`config.mk`:
```
export PLATFORM = sky130hd
export DESIGN_NAME = irq2_ctrl
export DESIGN_NICKNAME = d
export VERILOG_FILES = /design/src/rtl/irq2_pkg.sv /design/src/rtl/ext_pin_unit.sv /design/src/rtl/src_router.sv /design/src/rtl/irq2_ctrl.sv
export SDC_FILE = /design/constraint.sdc
export NUM_CORES = 1
export LEC_CHECK = 0
export BUFFER_PORTS_ARGS = -buffer_cell sky130_fd_sc_hd__buf_2
export CAP_MARGIN = 5
export CORE_AREA = 2 2 80 82
export CTS_BUF_LIST = sky130_fd_sc_hd__clkbuf_4 sky130_fd_sc_hd__clkbuf_8
export DETAILED_ROUTE_END_ITERATION = 12
export DIE_AREA = 0 0 82 84
export PLACE_DENSITY = 0.69
export SETUP_SLACK_MARGIN = 0.5
export SYNTH_ARGS = -nofsm -noshare
export SYNTH_HDL_FRONTEND = slang
export SYNTH_SLANG_ARGS = --single-unit
```
`constraint.sdc`:
```
create_clock -name clk -period 1.4 [get_ports clk]
set_clock_uncertainty 0.1 [all_clocks]
set_input_delay 0.28 -clock clk [delete_from_list [all_inputs] [get_ports clk]]
set_output_delay 0.28 -clock clk [all_outputs]
set_load 0.005 [all_outputs]
```
`src/rtl/irq2_pkg.sv`:
```
package irq2_pkg;
  localparam int DW = 8;

  // external pin configuration, bit 7 down to bit 0
  typedef struct packed {
    logic nmi;   // 7 promote to non-maskable (pin 0, privileged)
    logic dir;   // 6 drive pin in gpio mode (pins 1,2)
    logic dout;  // 5 gpio output data
    logic gpio;  // 4 gpio mode, interrupt function off
    logic flag;  // 3 sticky edge flag, write 1 clears
    logic fall;  // 2 1 = falling edge
    logic lvl2;  // 1 route to level 2
    logic en;    // 0 source enable
  } ext_cfg_t;

  localparam int A_PEN  = 3;
  localparam int A_PPRI = 4;
  localparam int A_GIE  = 5;
  localparam int A_PIN  = 6;
endpackage

```
`src/rtl/ext_pin_unit.sv`:
```
module ext_pin_unit
  import irq2_pkg::*;
#(
  parameter int SYNC    = 2,
  parameter bit HAS_OUT = 1'b1,
  parameter bit HAS_NMI = 1'b0
) (
  input  logic     clk,
  input  logic     rst,
  input  logic     pin_i,
  input  logic     priv_i,
  input  logic     cfg_wr,
  input  ext_cfg_t wcfg,
  output ext_cfg_t cfg,
  output logic     pin_sync,
  output logic     pin_out,
  output logic     pin_oe
);
  logic [SYNC:0] sh;
  logic          hit;

  always_ff @(posedge clk) begin
    if (rst) sh <= '0;
    else     sh <= {sh[SYNC-1:0], pin_i};
  end

  assign pin_sync = sh[SYNC-1];
  assign hit = !cfg.gpio &&
               (cfg.fall ? (sh[SYNC] && !sh[SYNC-1]) : (!sh[SYNC] && sh[SYNC-1]));

  always_ff @(posedge clk) begin
    if (rst) begin
      cfg <= '0;
    end else begin
      cfg.flag <= hit || (cfg.flag && !(cfg_wr && wcfg.flag));
      if (cfg_wr) begin
        cfg.en   <= wcfg.en;
        cfg.lvl2 <= wcfg.lvl2;
        cfg.fall <= wcfg.fall;
        cfg.gpio <= wcfg.gpio;
        cfg.dout <= wcfg.dout;
        cfg.dir  <= HAS_OUT ? wcfg.dir : 1'b0;
        if (HAS_NMI && priv_i) cfg.nmi <= wcfg.nmi;
      end
    end
  end

  assign pin_out = cfg.dout;
  assign pin_oe  = HAS_OUT ? (cfg.gpio && cfg.dir) : 1'b0;

  // a flag only drops on a write-1 clear
  p_flag_sticky_r5: assert property (@(posedge clk) disable iff (rst)
    (cfg.flag && !(cfg_wr && wcfg.flag)) |=> cfg.flag);
  // no flag can rise while the pin is in gpio mode
  p_gpio_no_flag_r9: assert property (@(posedge clk) disable iff (rst)
    $rose(cfg.flag) |-> $past(!cfg.gpio));
  // the non-maskable select is locked outside privileged mode
  p_nmi_lock_r8: assert property (@(posedge clk) disable iff (rst)
    !priv_i |=> $stable(cfg.nmi));
endmodule

```
`src/rtl/src_router.sv`:
```
module src_router #(
  parameter int N = 9
) (
  input  logic [N-1:0] req,
  input  logic [N-1:0] en,
  input  logic [N-1:0] lvl2,
  input  logic         gie1,
  input  logic         gie2,
  output logic         l1,
  output logic         l2
);
  logic [N-1:0] live;
  assign live = req & en;
  assign l1 = gie1 && |(live & ~lvl2);
  assign l2 = gie2 && |(live & lvl2);
endmodule

```
`src/rtl/irq2_ctrl.sv`:
```
module irq2_ctrl
  import irq2_pkg::*;
#(
  parameter int N_TMR  = 2,
  parameter int TMR_EV = 6,
  parameter int N_OTH  = 4,
  parameter int N_EXT  = 3,
  parameter int SYNC   = 2,
  parameter int AW     = 3
) (
  input  logic                    clk,
  input  logic                    rst,
  input  logic                    priv_i,
  input  logic                    wr_en,
  input  logic [AW-1:0]           addr,
  input  logic [DW-1:0]           wdata,
  output logic [DW-1:0]           rdata,
  input  logic [N_TMR*TMR_EV-1:0] tmr_ev,
  input  logic [N_OTH-1:0]        per_req,
  input  logic [N_EXT-1:0]        ext_in,
  output logic [N_EXT-1:0]        ext_out,
  output logic [N_EXT-1:0]        ext_oe,
  output logic                    irq_l1,
  output logic                    irq_l2,
  output logic                    irq_nmi
);
  localparam int N_SRC = N_TMR + N_OTH;
  localparam int N_ALL = N_SRC + N_EXT;

  logic [N_TMR-1:0] tmr_req;
  logic [N_SRC-1:0] pen, ppri;
  logic [1:0]       gie;
  ext_cfg_t         cfg [N_EXT];
  logic [N_EXT-1:0] ext_sync, ext_req, ext_en, ext_l2;
  logic             l1_d, l2_d;

  for (genvar t = 0; t < N_TMR; t++) begin : g_tmr
    assign tmr_req[t] = |tmr_ev[t*TMR_EV +: TMR_EV];
  end

  for (genvar e = 0; e < N_EXT; e++) begin : g_ext
    ext_pin_unit #(
      .SYNC(SYNC), .HAS_OUT(e != 0), .HAS_NMI(e == 0)
    ) u_pin (
      .clk(clk), .rst(rst), .pin_i(ext_in[e]), .priv_i(priv_i),
      .cfg_wr(wr_en && (addr == AW'(e))), .wcfg(ext_cfg_t'(wdata)),
      .cfg(cfg[e]), .pin_sync(ext_sync[e]),
      .pin_out(ext_out[e]), .pin_oe(ext_oe[e])
    );
    assign ext_req[e] = cfg[e].flag && !cfg[e].nmi;
    assign ext_en[e]  = cfg[e].en;
    assign ext_l2[e]  = cfg[e].lvl2;
  end

  src_router #(.N(N_ALL)) u_route (
    .req({ext_req, per_req, tmr_req}),
    .en({ext_en, pen}),
    .lvl2({ext_l2, ppri}),
    .gie1(gie[0]), .gie2(gie[1]),
    .l1(l1_d), .l2(l2_d)
  );

  always_ff @(posedge clk) begin
    if (rst) begin
      pen <= '0; ppri <= '0; gie <= '0;
    end else if (wr_en) begin
      if (addr == AW'(A_PEN))  pen  <= wdata[N_SRC-1:0];
      if (addr == AW'(A_PPRI)) ppri <= wdata[N_SRC-1:0];
      if (addr == AW'(A_GIE))  gie  <= wdata[1:0];
    end
  end

  always_ff @(posedge clk) begin
    if (rst) begin
      irq_l1 <= 1'b0; irq_l2 <= 1'b0; irq_nmi <= 1'b0; rdata <= '0;
    end else begin
      irq_l1  <= l1_d;
      irq_l2  <= l2_d;
      irq_nmi <= cfg[0].flag && cfg[0].nmi;
      if (int'(addr) < N_EXT)       rdata <= cfg[addr];
      else if (addr == AW'(A_PEN))  rdata <= DW'(pen);
      else if (addr == AW'(A_PPRI)) rdata <= DW'(ppri);
      else if (addr == AW'(A_GIE))  rdata <= DW'(gie);
      else if (addr == AW'(A_PIN))  rdata <= DW'(ext_sync);
      else                          rdata <= '0;
    end
  end

  // a cleared global enable silences its level on the next cycle
  p_gie1_gate_r3: assert property (@(posedge clk) disable iff (rst)
    !gie[0] |=> !irq_l1);
  p_gie2_gate_r3: assert property (@(posedge clk) disable iff (rst)
    !gie[1] |=> !irq_l2);
  // a promoted pin 0 flag reaches the non-maskable line, unmasked
  p_nmi_unmasked_r7: assert property (@(posedge clk) disable iff (rst)
    (cfg[0].flag && cfg[0].nmi) |=> irq_nmi);
endmodule

```
==> impl_metrics.py, run 1 <==
metrics = {
    "route": {
        "routed_wirelength_um": 6611,
        "drtAntennaViolNets": 0,
        "vias_per_cell": 5.365,
        "firstDrtPassIters": 4,
        "wl_per_cell_um": 16.20,
        "drcViolationCount": 0,
        "via_count": 2189,
        "drt_iter0_drc": 193,
    },
    "sta": {
        "rsz0062_at_grt": "true",
        "period_needed_ns": 1.368,
        "period_share": 0.9772,
        "hold_viol": 0,
        "setup_tns_ns": 0,
        "finalWorstSetupSlack_ns": 0.03190,
        "drv_slew": 0,
        "fmax_ghz": 0.7309,
        "setup_violations": 0,
    },
    "global_route": {
        "grt_pass1_wl_um": 10310,
        "grt_start_max_net_pins": 25,
        "grt_use_total": 0.1969,
        "overflow": 0,
        "grt_pass1_vias": 2120,
        "grt_antenna_before_repair": 0,
    },
    "pwr": {
        "intPower_mw": 2.188,
        "switching_share": 0.2599,
        "p_leak_nw": 1.424,
        "power.density_nw_per_um2": 862.7,
        "ir_worst_vdd_mv": 0.4613,
        "clkPwrFrac": 0.311,
        "p_comb_frac": 0.136,
        "p_seq_frac": 0.553,
        "switchingPower_mw": 0.7683,
    },
    "synthesis": {
        "synth-main-ff-cell": "dfxtp_1",
        "synth_seq_area_share": 0.4529,
        "synth_nets": 287,
        "ys_ff_latch": 55,
        "yosys_warnings": 0,
        "avgSynthCellArea_um2": 9.609,
        "synth_cells": 253,
        "synth_edf_count": 0,
        "syn-cell-area_um2": 2431,
        "synthArstFlopShare": 0,
        "yosysUniqueCellTypes": 35,
    },
    "critical_path": {
        "arrival_ns": 1.48,
        "crit_path_end": "rdata[3]",
        "cp-start-kind": "register",
        "reg2reg_to": "rdata[3]",
        "cpMaxStageDelayCell": "mux4_2",
        "worstPathCellList": "mux4_2 > nor2b_4 > a31oi_2 > nor2_1",
        "cpPeakStageDelay_ns": 0.44,
        "startpoint": "g_ext[1].u_pin.cfg[3]",
        "r2r_cells": 4,
        "critPathBufInv": 0,
        "cp_max_fo": 4,
        "path_depth": 4,
        "worstReg2RegStart": "g_ext[1].u_pin.cfg[3]",
        "criticalPathCategory": "reg2reg",
        "r2r_setup_slack_ns": 0.03,
        "critPathTopFamily": "multiplexers",
        "cp-end-kind": "register",
        "crit_required_ns": 1.51,
    },
    "worst_hold_path": {
        "hold_path.class": "in2reg",
    },
    "final_layout": {
        "layout_common_cells": "nor2_1 (43), buf_2 (41), mux2i_1 (34)",
        "drive_gt1_frac": 0.4924,
        "area_delta_synth_final_pct": 40.97,
        "fillers": 527,
        "diodes": 0,
        "nets": 364,
        "mostFrequentLayoutCell": "nor2_1",
    },
    "die": {
        "dieArea_um2": 6888,
        "io-pin-count": 51,
        "std_cell_rows": 29,
        "floorplan.initialDensity": 0.3988,
        "die_x_um": 82,
        "core_um2": 6096,
        "die_h_um": 84,
    },
    "placement": {
        "pre_cts_slack_ns": -0.1959,
        "gp_congestion": 0.8395,
        "hpwlAfterDp_um": 4453,
        "io_buffers": 49,
    },
    "job": {
        "cap_violations": 0,
    },
    "cts": {
        "cts_tree": "yes",
        "clock-sinks": 55,
        "clockBufferDepth": 2,
        "cts_buffers": 5,
        "insertion_delay_ns": 0.31,
        "cts.htree.levels": 2,
        "clk_pin_slew_ns": 0.11,
        "clockRootBuffer": "clkbuf_8",
        "cts-hold-fix-buffers": 0,
    },
    "run_status": {
        "status": "finished clean",
    },
}
-- power by group through the flow --
stage | sequential [mW] | combinational, mW | clock [mW]
2_1_floorplan | 1.66 | 0.176 | 0
3_3_place_gp | 1.67 | 0.295 | 0
3_5_place_dp | 1.67 | 0.301 | 0
4_1_cts | 1.63 | 0.356 | 0.940
5_1_grt | 1.64 | 0.429 | 0.994
6_report | 1.63 | 0.402 | 0.920
-- through the flow --
step,util,power (mW),hold slack (ns),cell area (µm²),instances
after floorplan,-,1.836,0.3082,2486,253
after global placement,0.4735,1.965,0.3250,2887,381
after detailed placement,0.4735,1.971,0.3287,2887,381
after CTS,0.5285,2.930,0.06657,3222,404
after global routing,0.5622,3.062,0.06810,3427,408
final,0.5622,2.956,0.06971,3427,408
-- routing by layer --
metal | wire, µm | part of all wire | track usage
met1 | 2689 | 0.41 | 0.2551
met3 | 407 | 0.062 | 0.04004
met2 | 3264 | 0.49 | 0.3171
met5 | 0 | 0 | 0
met4 | 250 | 0.038 | 0.07727
-- synthesized netlist by cell type (2+ instances only) --
cell / instances / share of area
dfxtp_1: 55 / 0.45
nor2_1: 44 / 0.068
mux2i_1: 34 / 0.14
nand2_1: 17 / 0.026
nor2b_1: 13 / 0.033
a21oi_1: 11 / 0.023
nand3_1: 11 / 0.023
clkbuf_1: 8 / 0.012
buf_4: 6 / 0.019
buf_2: 5 / 0.010
nand3b_1: 5 / 0.015
mux4_1: 4 / 0.043
o22ai_1: 4 / 0.010
a211oi_1: 3 / 0.0093
nor4_1: 3 / 0.0077
nor4bb_1: 3 / 0.012
or3b_2: 3 / 0.011
a311oi_1: 2 / 0.0072
a31oi_1: 2 / 0.0051
and2_1: 2 / 0.0051
inv_1: 2 / 0.0031
nand2b_1: 2 / 0.0051
nor3_1: 2 / 0.0041
-- cell type report --
type / count / area, µm² / share of cell area
clock buffers: 5 / 68.82 / 0.02008
clock inverters: 3 / 25.02 / 0.007302
inverters: 2 / 7.507 / 0.002191
multi-input cells: 175 / 1336 / 0.3899
flip-flops and latches: 55 / 1144 / 0.3337
well taps: 77 / 96.34 / 0.02811
repair buffers: 91 / 749.5 / 0.2187
-- state kept, by name, indices dropped and copies added (netlist names) --
signal               cells
g_ext.u_pin.cfg         18
g_ext.u_pin.sh           9
rdata                    8
pen                      6
ppri                     6
g_ext.u_pin.pin_out      3
gie                      2
irq_l1                   1
irq_l2                   1
irq_nmi                  1
-- worst register-to-register path: stages (launching register included) --
cell,delay (ns)
dfxtp_4,0.37
mux4_2,0.45
nor2b_4,0.14
a31oi_2,0.14
nor2_1,0.07
-- repair_timing --
| item | CTS | global route |
|---|---|---|
| gates resized for setup | 47 | 44 |
| setup buffers | 14 | 3 |
| hold endpoints to repair | 0 | 0 |
| endpoints found under the setup margin | 61 | 61 |
| gates cloned | 1 | 1 |
| pin swaps | 6 | 10 |
-- how the worst min path moves through the flow --
stage	from	to	slack, ns	cells after the start
after floorplan	ext_in[0]	g_ext[0].u_pin.sh[0]	0.31	1
after global placement	g_ext[2].u_pin.sh[0]	g_ext[2].u_pin.sh[1]	0.32	1
after detailed placement	g_ext[0].u_pin.sh[0]	g_ext[0].u_pin.sh[1]	0.33	1
after CTS	ext_in[1]	g_ext[1].u_pin.sh[0]	0.07	2
after global routing	ext_in[2]	g_ext[2].u_pin.sh[0]	0.07	2
final	ext_in[0]	g_ext[0].u_pin.sh[0]	0.07	2
-- logic make-up after synthesis --
logic type,share of synthesized area
and+or+nand+nor,0.2332
DFF,0.4529
muxes,0.1925
AOI/OAI and AO/OA,0.06485
buffers and inverters,0.05507
other,0.001543
Note: power is estimated with default switching activity, not from simulation.
==> inputs of run 2 (changes only) <==
Settings changed: ABC_AREA from default to 1.
==> run 2 against run 1 <==
Routed wire length up 16%. Final area grew 5.1%. Flip-flop and latch count did not move. Highest routed layer unchanged. Largest power group unchanged. Synthesized cell count up 36%. Maximum frequency grew 10%. Sequential share of layout area fell by 1.7 points. Critical path depth decreased by 1.
==> impl_metrics.py, run 2 <==
metrics = {
    "cts": {
        "clk_pin_slew_ns": 0.10,
        "insertion_delay_ns": 0.32,
        "cts_tree": "yes",
        "cts_buffers": 5,
        "clock-sinks": 55,
        "cts.htree.levels": 2,
        "clockBufferDepth": 2,
        "clockRootBuffer": "clkbuf_8",
    },
    "critical_path": {
        "r2r_setup_slack_ns": 0.25,
        "cp_max_fo": 2,
        "worstReg2RegStart": "g_ext[2].u_pin.cfg[4]",
        "cpPeakStageDelay_ns": 0.35,
        "cpMaxStageDelayCell": "dfxtp_4",
        "cp-start-kind": "register",
        "criticalPathCategory": "reg2out",
        "cp-end-kind": "output pin",
        "crit_required_ns": 1.02,
        "worstPathCellList": "nand2_1 > inv_1 > buf_2",
        "reg2reg_to": "rdata[4]",
        "arrival_ns": 0.86,
        "r2r_cells": 6,
    },
    "synthesis": {
        "synth_common_cells": "nor2_1 (63), dfxtp_1 (55), nand2_1 (51)",
        "yosys_warnings": 0,
        "ys_ff_latch": 55,
        "synth-main-ff-cell": "dfxtp_1",
        "synth_top_cell_by_area": "dfxtp_1",
        "synth_cells": 344,
        "synth_edf_count": 0,
        "synthArstFlopShare": 0,
        "synth.top_cells.by_area": "dfxtp_1 (45%), nor2_1 (9.7%), o21ai_0 (8.0%)",
        "netlist.area_leader.share": 0.4536,
        "post-synth-top-count-cell": "nor2_1",
        "avgSynthCellArea_um2": 7.056,
        "synth_nets": 378,
        "yosysUniqueCellTypes": 23,
        "syn-cell-area_um2": 2427,
        "synth_seq_area_share": 0.4536,
    },
    "sta": {
        "drv_slew": 0,
        "finalWorstSetupSlack_ns": 0.1595,
        "hold_viol": 0,
        "setup_violations": 0,
        "rsz0062_at_grt": "true",
        "period_needed_ns": 1.240,
        "period_share": 0.8860,
        "fmax_ghz": 0.8062,
    },
    "die": {
        "io-pin-count": 51,
        "die_x_um": 82,
        "die_h_um": 84,
        "std_cell_rows": 29,
        "floorplan.initialDensity": 0.3982,
        "core_um2": 6096,
        "dieArea_um2": 6888,
    },
    "pwr": {
        "intPower_mw": 2.228,
        "p_leak_nw": 1.584,
        "clkPwrFrac": 0.294,
        "p_seq_frac": 0.543,
        "ir_worst_vdd_mv": 0.6950,
        "power.density_nw_per_um2": 852.0,
        "switching_share": 0.2743,
        "switchingPower_mw": 0.8421,
        "p_comb_frac": 0.163,
        "power_mw": 3.070,
    },
    "global_route": {
        "grt_start_max_net_pins": 20,
        "grt_pass1_wl_um": 10850,
        "grt_antenna_before_repair": 0,
        "grt_use_total": 0.2077,
        "grt_pass1_vias": 2308,
        "overflow": 0,
    },
    "route": {
        "via_count": 2607,
        "drcViolationCount": 0,
        "drtAntennaViolNets": 0,
        "drt_iter0_drc": 178,
        "routed_wirelength_um": 7666,
        "firstDrtPassIters": 4,
        "vias_per_cell": 5.214,
        "wl_per_cell_um": 15.33,
    },
    "job": {
        "cap_violations": 0,
    },
    "final_layout": {
        "largestRegisters": "g_ext.u_pin.cfg x18, g_ext.u_pin.sh x9, rdata x8",
        "mostFrequentLayoutCell": "nor2_1",
        "nets": 457,
        "area_delta_synth_final_pct": 48.45,
        "diodes": 0,
        "largest_reg_flops": 18,
        "layout_common_cells": "nor2_1 (56), buf_2 (41), nand2_1 (35)",
        "drive_gt1_frac": 0.4823,
        "top_register": "g_ext.u_pin.cfg",
        "fillers": 562,
    },
    "worst_hold_path": {
        "whs_path_depth": 3,
        "hold_path.class": "in2reg",
        "hp-start": "ext_in[0]",
        "holdPathEnd": "g_ext[0].u_pin.sh[0]",
    },
    "placement": {
        "gp_congestion": 0.9511,
        "hpwlAfterDp_um": 5078,
        "pre_cts_slack_ns": -0.07925,
        "io_buffers": 49,
    },
    "run_status": {
        "status": "finished clean",
    },
}
run 2: changes by cell type after synthesis, moves of 7 or more:
cell / previous run / this run
inv_2: 0 / 7
nand3_1: 11 / 28
mux2i_1: 34 / 0
nor2b_1: 13 / 0
nor2_1: 44 / 63
nand2_1: 17 / 51
o21ai_1: 0 / 7
inv_1: 2 / 34
a21oi_1: 11 / 23
o21ai_0: 0 / 39
run 2: worst max path at each step:
stage	start	end	slack, ns	cells past startpoint
after floorplan	addr[0]	ppri[3]	0.36	5
after global placement	addr[1]	rdata[0]	-0.07	7
after detailed placement	addr[1]	rdata[3]	-0.08	7
after CTS	g_ext[2].u_pin.cfg[4]	ext_oe[2]	0.16	3
after global routing	g_ext[1].u_pin.cfg[6]	ext_oe[1]	0.11	3
final	g_ext[2].u_pin.cfg[4]	ext_oe[2]	0.16	3
run 2: area by class of cell:
cell class | count | area, µm² | area share
Clock buffer | 6 | 82.58 | 0.02292
Clock inverter | 1 | 5.005 | 0.001389
Inverter | 41 | 209.0 | 0.05799
Multi-Input combinational cell | 236 | 1415 | 0.3927
Sequential cell | 55 | 1141 | 0.3167
Tap cell | 77 | 96.34 | 0.02674
Timing Repair Buffer | 84 | 654.4 | 0.1816
run 2: per-stage QoR:
step	hold WS, ns	std cells	area [µm²]	utilization	setup TNS [ns]
after floorplan	0.2870	344	2577	-	0
after global placement	0.2921	468	2895	0.4750	-0.1497
after detailed placement	0.2987	468	2895	0.4750	-0.3191
after CTS	0.06506	487	3228	0.5296	0
after global routing	0.06102	500	3603	0.5911	0
final	0.06172	500	3603	0.5911	0
run 2: cells by family (layout without fill, tap and decap cells):
logic type,after synthesis,after routing,share of synthesized area
compound gates,75,75,0.1624
buf+inv,55,132,0.09794
flops,55,55,0.4536
other cells,1,1,0.001545
simple gates,158,160,0.2845
run 2: worst max-delay path, delay by kind of cell (launching register included):
kind                   cells  cell delay (ns)
AND/OR/NAND/NOR            1             0.05
buffers and inverters      2             0.14
flip-flops                 1             0.35
run 2: power groups by stage:
stage | Combinational, mW | Sequential, mW | Clock (mW)
after CTS | 0.404 | 1.66 | 0.908
final | 0.501 | 1.67 | 0.903
after detailed placement | 0.349 | 1.69 | 0
after global routing | 0.539 | 1.67 | 0.965
after floorplan | 0.216 | 1.68 | 0
after global placement | 0.343 | 1.69 | 0
run 2: per-layer routing:
layer / part of all wire / vias to the layer above / GRT usage / routed length [µm]
met1: 0.40 / 1222 / 0.2657 / 3092
li1: - / 1266 / - / -
met3: 0.068 / 21 / 0.05087 / 524
met2: 0.50 / 98 / 0.3326 / 3798
met5: 0 / - / 0 / 0
met4: 0.033 / 0 / 0.07879 / 250
run 2: repair_timing:
| action | 4_1_cts | 5_1_grt |
|---|---|---|
| cloned | 0 | 2 |
| setup buffers | 12 | 11 |
| pin swaps | 22 | 42 |
| hold buffers | 0 | 0 |
| gates resized for setup | 63 | 83 |
| setup endpoints to repair | 61 | 55 |
